### src/rtl/tod_alarm_pkg.sv
package tod_alarm_pkg;
  localparam int AREG_W   = 8;
  localparam int VAL_W    = 7;
  localparam int DD_W     = 6;
  localparam int MASK_BIT = 7;
  localparam int SEL_BIT  = 6;
  localparam int N_ALARM  = 2;
  localparam int CTRL_W   = 3;

  typedef logic [AREG_W-1:0] areg_t;

  typedef struct packed {
    logic route;
    logic en2;
    logic en1;
  } ctrl_t;

  // masked field matches, otherwise exact compare of the value bits
  function automatic logic field_hit(areg_t al, logic [VAL_W-1:0] cur);
    return al[MASK_BIT] | (al[VAL_W-1:0] == cur);
  endfunction

  // day-or-date field: bit 6 picks day of week (1) or date (0)
  function automatic logic dd_hit(areg_t al, logic [DD_W-1:0] day,
                                  logic [DD_W-1:0] date);
    logic [DD_W-1:0] tgt;
    tgt = al[SEL_BIT] ? day : date;
    return al[MASK_BIT] | (al[DD_W-1:0] == tgt);
  endfunction
endpackage

### src/rtl/tod_alarm_match.sv
module tod_alarm_match
  import tod_alarm_pkg::*;
(
  input  areg_t            al_sec,
  input  areg_t            al_min,
  input  areg_t            al_hour,
  input  areg_t            al_dd,
  input  logic [VAL_W-1:0] cur_sec,
  input  logic [VAL_W-1:0] cur_min,
  input  logic [VAL_W-1:0] cur_hour,
  input  logic [DD_W-1:0]  cur_day,
  input  logic [DD_W-1:0]  cur_date,
  output logic             hit
);
  logic sec_ok, min_ok, hour_ok, dd_ok;

  always_comb begin
    sec_ok  = field_hit(al_sec, cur_sec);
    min_ok  = field_hit(al_min, cur_min);
    hour_ok = field_hit(al_hour, cur_hour);
    dd_ok   = dd_hit(al_dd, cur_day, cur_date);
    hit     = sec_ok & min_ok & hour_ok & dd_ok;
  end
endmodule

### src/rtl/tod_alarm_flags.sv
module tod_alarm_flags #(
  parameter int N = 2
) (
  input  logic         clk,
  input  logic         rst_n,
  input  logic [N-1:0] set_i,
  input  logic         wr_i,
  input  logic [N-1:0] wdata_i,
  output logic [N-1:0] q_o
);
  for (genvar i = 0; i < N; i++) begin : g_flag
    always_ff @(posedge clk or negedge rst_n) begin
      if (!rst_n)        q_o[i] <= 1'b0;
      else if (set_i[i]) q_o[i] <= 1'b1;
      else if (wr_i)     q_o[i] <= q_o[i] & wdata_i[i];
    end
  end
endmodule

### src/rtl/tod_alarm_route.sv
module tod_alarm_route
  import tod_alarm_pkg::*;
(
  input  logic              clk,
  input  logic              rst_n,
  input  logic              ctl_wr,
  input  logic [CTRL_W-1:0] ctl_wdata,
  input  logic [N_ALARM-1:0] flag,
  input  logic              sq_in,
  output ctrl_t             ctrl,
  output logic              pin_a,
  output logic              pin_b
);
  logic req1, req2;

  always_ff @(posedge clk or negedge rst_n) begin
    if (!rst_n)      ctrl <= '0;
    else if (ctl_wr) ctrl <= ctrl_t'(ctl_wdata);
  end

  always_comb begin
    req1 = flag[0] & ctrl.en1;
    req2 = flag[1] & ctrl.en2;
    if (ctrl.route) begin
      pin_a = req1;
      pin_b = req2;
    end else begin
      pin_a = req1 | req2;
      pin_b = ~sq_in;
    end
  end
endmodule

### src/rtl/tod_alarm_unit.sv
module tod_alarm_unit
  import tod_alarm_pkg::*;
(
  input  logic                clk,
  input  logic                rst_n,
  input  logic                sec_tick,
  input  logic [VAL_W-1:0]    cur_sec,
  input  logic [VAL_W-1:0]    cur_min,
  input  logic [VAL_W-1:0]    cur_hour,
  input  logic [DD_W-1:0]     cur_day,
  input  logic [DD_W-1:0]     cur_date,
  input  logic [AREG_W-1:0]   a1_sec,
  input  logic [AREG_W-1:0]   a1_min,
  input  logic [AREG_W-1:0]   a1_hour,
  input  logic [AREG_W-1:0]   a1_dd,
  input  logic [AREG_W-1:0]   a2_min,
  input  logic [AREG_W-1:0]   a2_hour,
  input  logic [AREG_W-1:0]   a2_dd,
  input  logic                ctl_wr,
  input  logic [CTRL_W-1:0]   ctl_wdata,
  input  logic                flag_wr,
  input  logic [N_ALARM-1:0]  flag_wdata,
  input  logic                sq_in,
  output logic [CTRL_W-1:0]   ctrl_q,
  output logic [N_ALARM-1:0]  alarm_flag,
  output logic                pin_a_drive,
  output logic                pin_b_drive
);
  areg_t al_sec  [N_ALARM];
  areg_t al_min  [N_ALARM];
  areg_t al_hour [N_ALARM];
  areg_t al_dd   [N_ALARM];

  // named internal events for the checker
  logic [N_ALARM-1:0] alarm_hit;
  logic [N_ALARM-1:0] alarm_event;
  ctrl_t              ctrl;

  // alarm 2 carries a fixed unmasked seconds field of 00
  always_comb begin
    al_sec[0]  = a1_sec;  al_min[0]  = a1_min;
    al_hour[0] = a1_hour; al_dd[0]   = a1_dd;
    al_sec[1]  = '0;      al_min[1]  = a2_min;
    al_hour[1] = a2_hour; al_dd[1]   = a2_dd;
  end

  for (genvar i = 0; i < N_ALARM; i++) begin : g_cmp
    tod_alarm_match u_match (
      .al_sec   (al_sec[i]),
      .al_min   (al_min[i]),
      .al_hour  (al_hour[i]),
      .al_dd    (al_dd[i]),
      .cur_sec  (cur_sec),
      .cur_min  (cur_min),
      .cur_hour (cur_hour),
      .cur_day  (cur_day),
      .cur_date (cur_date),
      .hit      (alarm_hit[i])
    );
  end

  assign alarm_event = alarm_hit & {N_ALARM{sec_tick}};

  tod_alarm_flags #(.N(N_ALARM)) u_flags (
    .clk     (clk),
    .rst_n   (rst_n),
    .set_i   (alarm_event),
    .wr_i    (flag_wr),
    .wdata_i (flag_wdata),
    .q_o     (alarm_flag)
  );

  tod_alarm_route u_route (
    .clk       (clk),
    .rst_n     (rst_n),
    .ctl_wr    (ctl_wr),
    .ctl_wdata (ctl_wdata),
    .flag      (alarm_flag),
    .sq_in     (sq_in),
    .ctrl      (ctrl),
    .pin_a     (pin_a_drive),
    .pin_b     (pin_b_drive)
  );

  assign ctrl_q = ctrl;
endmodule

### config.mk
export PLATFORM = sky130hd
export DESIGN_NAME = tod_alarm_unit
export DESIGN_NICKNAME = d
export VERILOG_FILES = /design/src/rtl/tod_alarm_pkg.sv /design/src/rtl/tod_alarm_match.sv /design/src/rtl/tod_alarm_flags.sv /design/src/rtl/tod_alarm_route.sv /design/src/rtl/tod_alarm_unit.sv
export SDC_FILE = /design/constraint.sdc
export NUM_CORES = 1
export LEC_CHECK = 0
export ABC_AREA = 1
export BUFFER_PORTS_ARGS = -buffer_cell sky130_fd_sc_hd__buf_2
export CAP_MARGIN = 20
export CORE_UTILIZATION = 42
export DETAILED_ROUTE_END_ITERATION = 10
export HOLD_SLACK_MARGIN = 0.03
export PLACE_DENSITY_LB_ADDON = 0.08
export SETUP_SLACK_MARGIN = 0.3
export SLEW_MARGIN = 20
export SYNTH_ARGS = -nofsm -noshare
export SYNTH_HDL_FRONTEND = slang
export SYNTH_SLANG_ARGS = --single-unit
### constraint.sdc
create_clock -name clk -period 1.08 [get_ports clk]
set_input_delay 0.216 -clock clk [delete_from_list [all_inputs] [get_ports clk]]
set_output_delay 0.216 -clock clk [all_outputs]
set_load 0.01 [all_outputs]
# == Yosys cells after proc, flatten, opt, wreduce, memory -nomap -nowiden ==
# Cells that the tools add are included.
# op_classes
n_addsub,0
n_mul,0
div,0
n_lt_le_gt_ge,0
n_eq_ne,7
n_shift,0
muxes,8
bitwise_logic,20
n_reduce_logical,3
# ops
operator,n
$eq A7 B7 Y1,5
$eq A6 B6 Y1,2
$mux W6,2
$and A1 B1 Y1,10
$or A1 B1 Y1,8
$logic_not A7 Y1,1
$mux W1,6
$reduce_bool A2 Y1,2
$and A2 B2 Y2,1
$not A1 Y1,1
# word_totals
regBits,5
latch_bits,0
ram_bits,0
rom_bits,0
in_bits,100
output_inout_bits,7
wordCells,43
n_memories,0

# == Longest topological paths before layout ==
# depth
word_depth,7
depth_mapped,11
depth_no_buf,11

# == Hierarchy ==
# From an unflattened synthesis, not the netlist that was laid out.
# unflattened
hier_cells,296
hier_area_um2,1501.4
# by_module_without_submodules
module,n_inst,cells_per_inst,area_per_inst_um2
tod_alarm_match,2,130,626.9
tod_alarm_route,1,19,141.4
tod_alarm_flags,1,12,87.6
tod_alarm_unit,1,5,18.8

# == Worst setup path after synthesis ==
# Ideal clock, no wire load.
# synth_path
path_type,register to output
from,"register, netlist name u_route.ctrl[1]"
to,output port pin_a_drive
arrival_ns,0.712
slack_ns,0.152
path_stages_with_launch,2
path_buffers,0
cell_sequence,dfrtp_1 > a32o_1
# synth_between
elab_chain_len,3
# synth_rtl
element,line_no,rtl
$and A1 B1 Y1,tod_alarm_route.sv:23,req2 = flag[1] & ctrl.en2;
$or A1 B1 Y1,tod_alarm_route.sv:28,pin_a = req1 | req2;
$mux W1,tod_alarm_route.sv:24,if (ctrl.route) begin
"end, declared",tod_alarm_unit.sv:26,"output logic pin_a_drive,"
# Every way passes these cells.

# == Worst setup path after layout ==
# layout_path
from,"register, netlist name u_route.ctrl[2]"
to,output port pin_a_drive
# layout_between
elab_chain_len,1
# layout_rtl
element,line_no
$mux W1,tod_alarm_route.sv:24
# Every way passes these cells.

==> out/results.txt <==
timing-limited maximum frequency: 804 MHz
reported leakage power: 1.38 nW
final hold violations: 0
area of the die: 3190 um2
YS warnings: 0
antenna viol nets, final: 0
# clock sinks: 5
number of flip-flops and latches in the synthesized netlist: 5
Post-Syn Area per Cell: 4.79 um2
most common cell in the synthesized netlist: sky130_fd_sc_hd__nand2_1
via count normalized by instance count: 4.55
element type at the critical path end: primary output
height of the die: 56.4 um
pin count of the biggest net entering global routing: 8
Synth area leaders: sky130_fd_sc_hd__nand2_1 (38%), sky130_fd_sc_hd__inv_1 (16%), sky130_fd_sc_hd__xnor2_1 (11%), sky130_fd_sc_hd__dfrtp_1 (10%), sky130_fd_sc_hd__nor2_1 (7.8%)
H-tree depth reported by CTS: 1
maximum number of buffers from clock root to sink: 2
std cell rows: 19
DRC violation count after routing: 0
RSZ-0062 raised after global routing: true
Max VDD drop: 0.577 mV
predominant post-synthesis flop cell: sky130_fd_sc_hd__dfrtp_1
Chip Width: 56.4 um
register area share after synthesis: 10.1%
area fraction of the dominant cell type after synthesis: 37.7%
worst hold-check path type: in2reg
total CTS buffers: 3
sum of internal, switching and leakage power: 0.00111 W
maximum fanout count along the critical path: 4
number of filler instances in the final layout: 243
HPWL after DPL: 2960 um
post-route clock period utilization: 115%
source of the worst register-to-register timing path: u_flags.q_o[1]
leading area contributor after synthesis: sky130_fd_sc_hd__nand2_1
first-pass GRT wire length: 6030 um
total inserted antenna cells: 0
Period minus WS final: 1240 ps
clock root buffer master: sky130_fd_sc_hd__clkbuf_4
total detailed-routing wirelength: 3820 um
fin nets: 474
overall via count from detail_route: 1837
setup clock skew after layout: 0 ps
area added between synthesis and finish: 69.3%
hold_sp: ctl_wdata[2]
Critical Setup Path Class: reg2out
initial cell density of the core: 44.8%
syn_nets: 360
status: complete, but fails checks
beginning of the critical path: u_route.ctrl[2]
count of mapped cells out of synthesis: 260
Async SR Flop Fraction: 100%
footprint of the multi-input gates: 990 um2
ratio of total power to cell area: 527 nW/um2
GPL Wtd Cong: 0.847
worst setup slack after layout: -164 ps
number of library cell types mapped by synthesis: 17
count of pins over their slew limit: 0
Maximum Capacitance Violations: 0
sequential cell area: 125 um2
Syn Std Cell Area: 1240 um2
critical path startpoint category: flop
worst relative slew slack: 86.6%
CTS tree: built
All-Layer GR Usage: 22.8%
violated checks: negative setup slack
number of enable-type register cells in the synthesized netlist: 0
Register-to-Register Setup Slack: 230 ps
I/O pins: 107
setup violation total in the final timing report: 3
Data required, critical path: 860 ps
vias in the first global route: 1616
total grt overflow: 0
arrival time at the worst endpoint: 1030 ps
# port buffers: 106
clock latency on the worst-skew pair: 240 ps
DRC violation total after the first TritonRoute iteration: 60
first-pass iteration count of the detailed router: 4
initial antenna violation count: 0
worst hold slack across all endpoints: 205 ps
transition time of the tightest slew-check pin: 199 ps
Routed WL per cell: 9.46 um
layout cells sized above 1: 37.8%
standard cell core area: 2780 um2
clock slew at the register clock pins of the worst setup and hold paths: 40 ps
most frequent cells after synthesis: sky130_fd_sc_hd__nand2_1 (125), sky130_fd_sc_hd__inv_1 (52), sky130_fd_sc_hd__nor2_1 (26)
[report_power, final]
group / internal, W / switching, W
Sequential: 0.000202 / 0.0000120
Combinational: 0.000366 / 0.000322
Clock: 0.000139 / 0.0000695
Total: 0.000707 / 0.000403
[cells by family after synthesis]
family	Yosys count	share of synthesized area [%]
AO/OA/AOI/OAI	7	3.42
XOR/XNOR	16	11.3
buffers and inverters	54	16.3
flip-flops	5	10.1
multiplexers	2	1.81
AND/OR/NAND/NOR	176	57.2
[routing by layer]
| layer | up-vias | part of all wire [%] | global-route usage [%] | routed length, um |
|---|---|---|---|---|
| met4 | 0 | 0.86 | 4.53 | 33 |
| li1 | 1002 | - | - | - |
| met3 | 4 | 5.7 | 3.46 | 219 |
| met1 | 766 | 40 | 27.4 | 1530 |
| met5 | - | 0 | 0 | 0 |
| met2 | 65 | 53 | 42.4 | 2040 |
[stage by stage]
step / setup WS [ps] / cells / setup TNS [ps] / util [%] / cell area, um2
3_5_place_dp: -112 / 397 / -150 / 66.6 / 1850
3_3_place_gp: -110 / 397 / -137 / 66.6 / 1850
6_report: -164 / 404 / -388 / 75.8 / 2110
5_1_grt: -202 / 404 / -490 / 75.8 / 2110
4_1_cts: -164 / 403 / -269 / 71.5 / 1990
2_1_floorplan: 152 / 260 / 0 / - / 1280
[registers in the layout (all words and copies together), names as in the netlist]
register	count
u_flags.q_o	2
u_route.ctrl	3
[cell usage in the layout (no fill, tap or decap), drive strengths merged]
cell,n
buf,108
nor3,1
inv,54
a21oi,1
xnor2,15
xor2,1
a32o,1
nor4,1
nor2,26
nand2,125
dlygate4sd3,1
nand3,15
nand4,1
dfrtp,5
nand3b,7
o21bai,1
mux2,2
clkbuf,4
o21ai,4
[final timing paths]
check	end	depth (start not counted)
max	pin_a_drive	3
min	u_route.ctrl[2]	3
max reg2reg	u_flags.q_o[1]	4
min reg2reg	u_flags.q_o[0]	2
max in group asynchronous	u_route.ctrl[1]	2
min in group asynchronous	u_flags.q_o[1]	2
[cell type report]
class                      instances  area share, %
sequential                         5           5.93
timing repair buffer             109           33.6
tap                               31           1.84
clock buffer                       4           1.25
multi-input combinational        201           46.9
inverter                          54           10.4
[critical path, stage by stage, from the launching register on]
cell	delay, ps
sky130_fd_sc_hd__dfrtp_1	390
sky130_fd_sc_hd__inv_2	50
sky130_fd_sc_hd__a32o_2	240
sky130_fd_sc_hd__buf_6	120
[repair_timing]
action	CTS	global route
setup endpoints to repair	9	10
setup buffers	1	1
hold buffers	1	0
gates resized for setup	18	32
endpoints found under the hold margin	5	0
pin swaps	13	34
(Power assumes the default switching activity.)
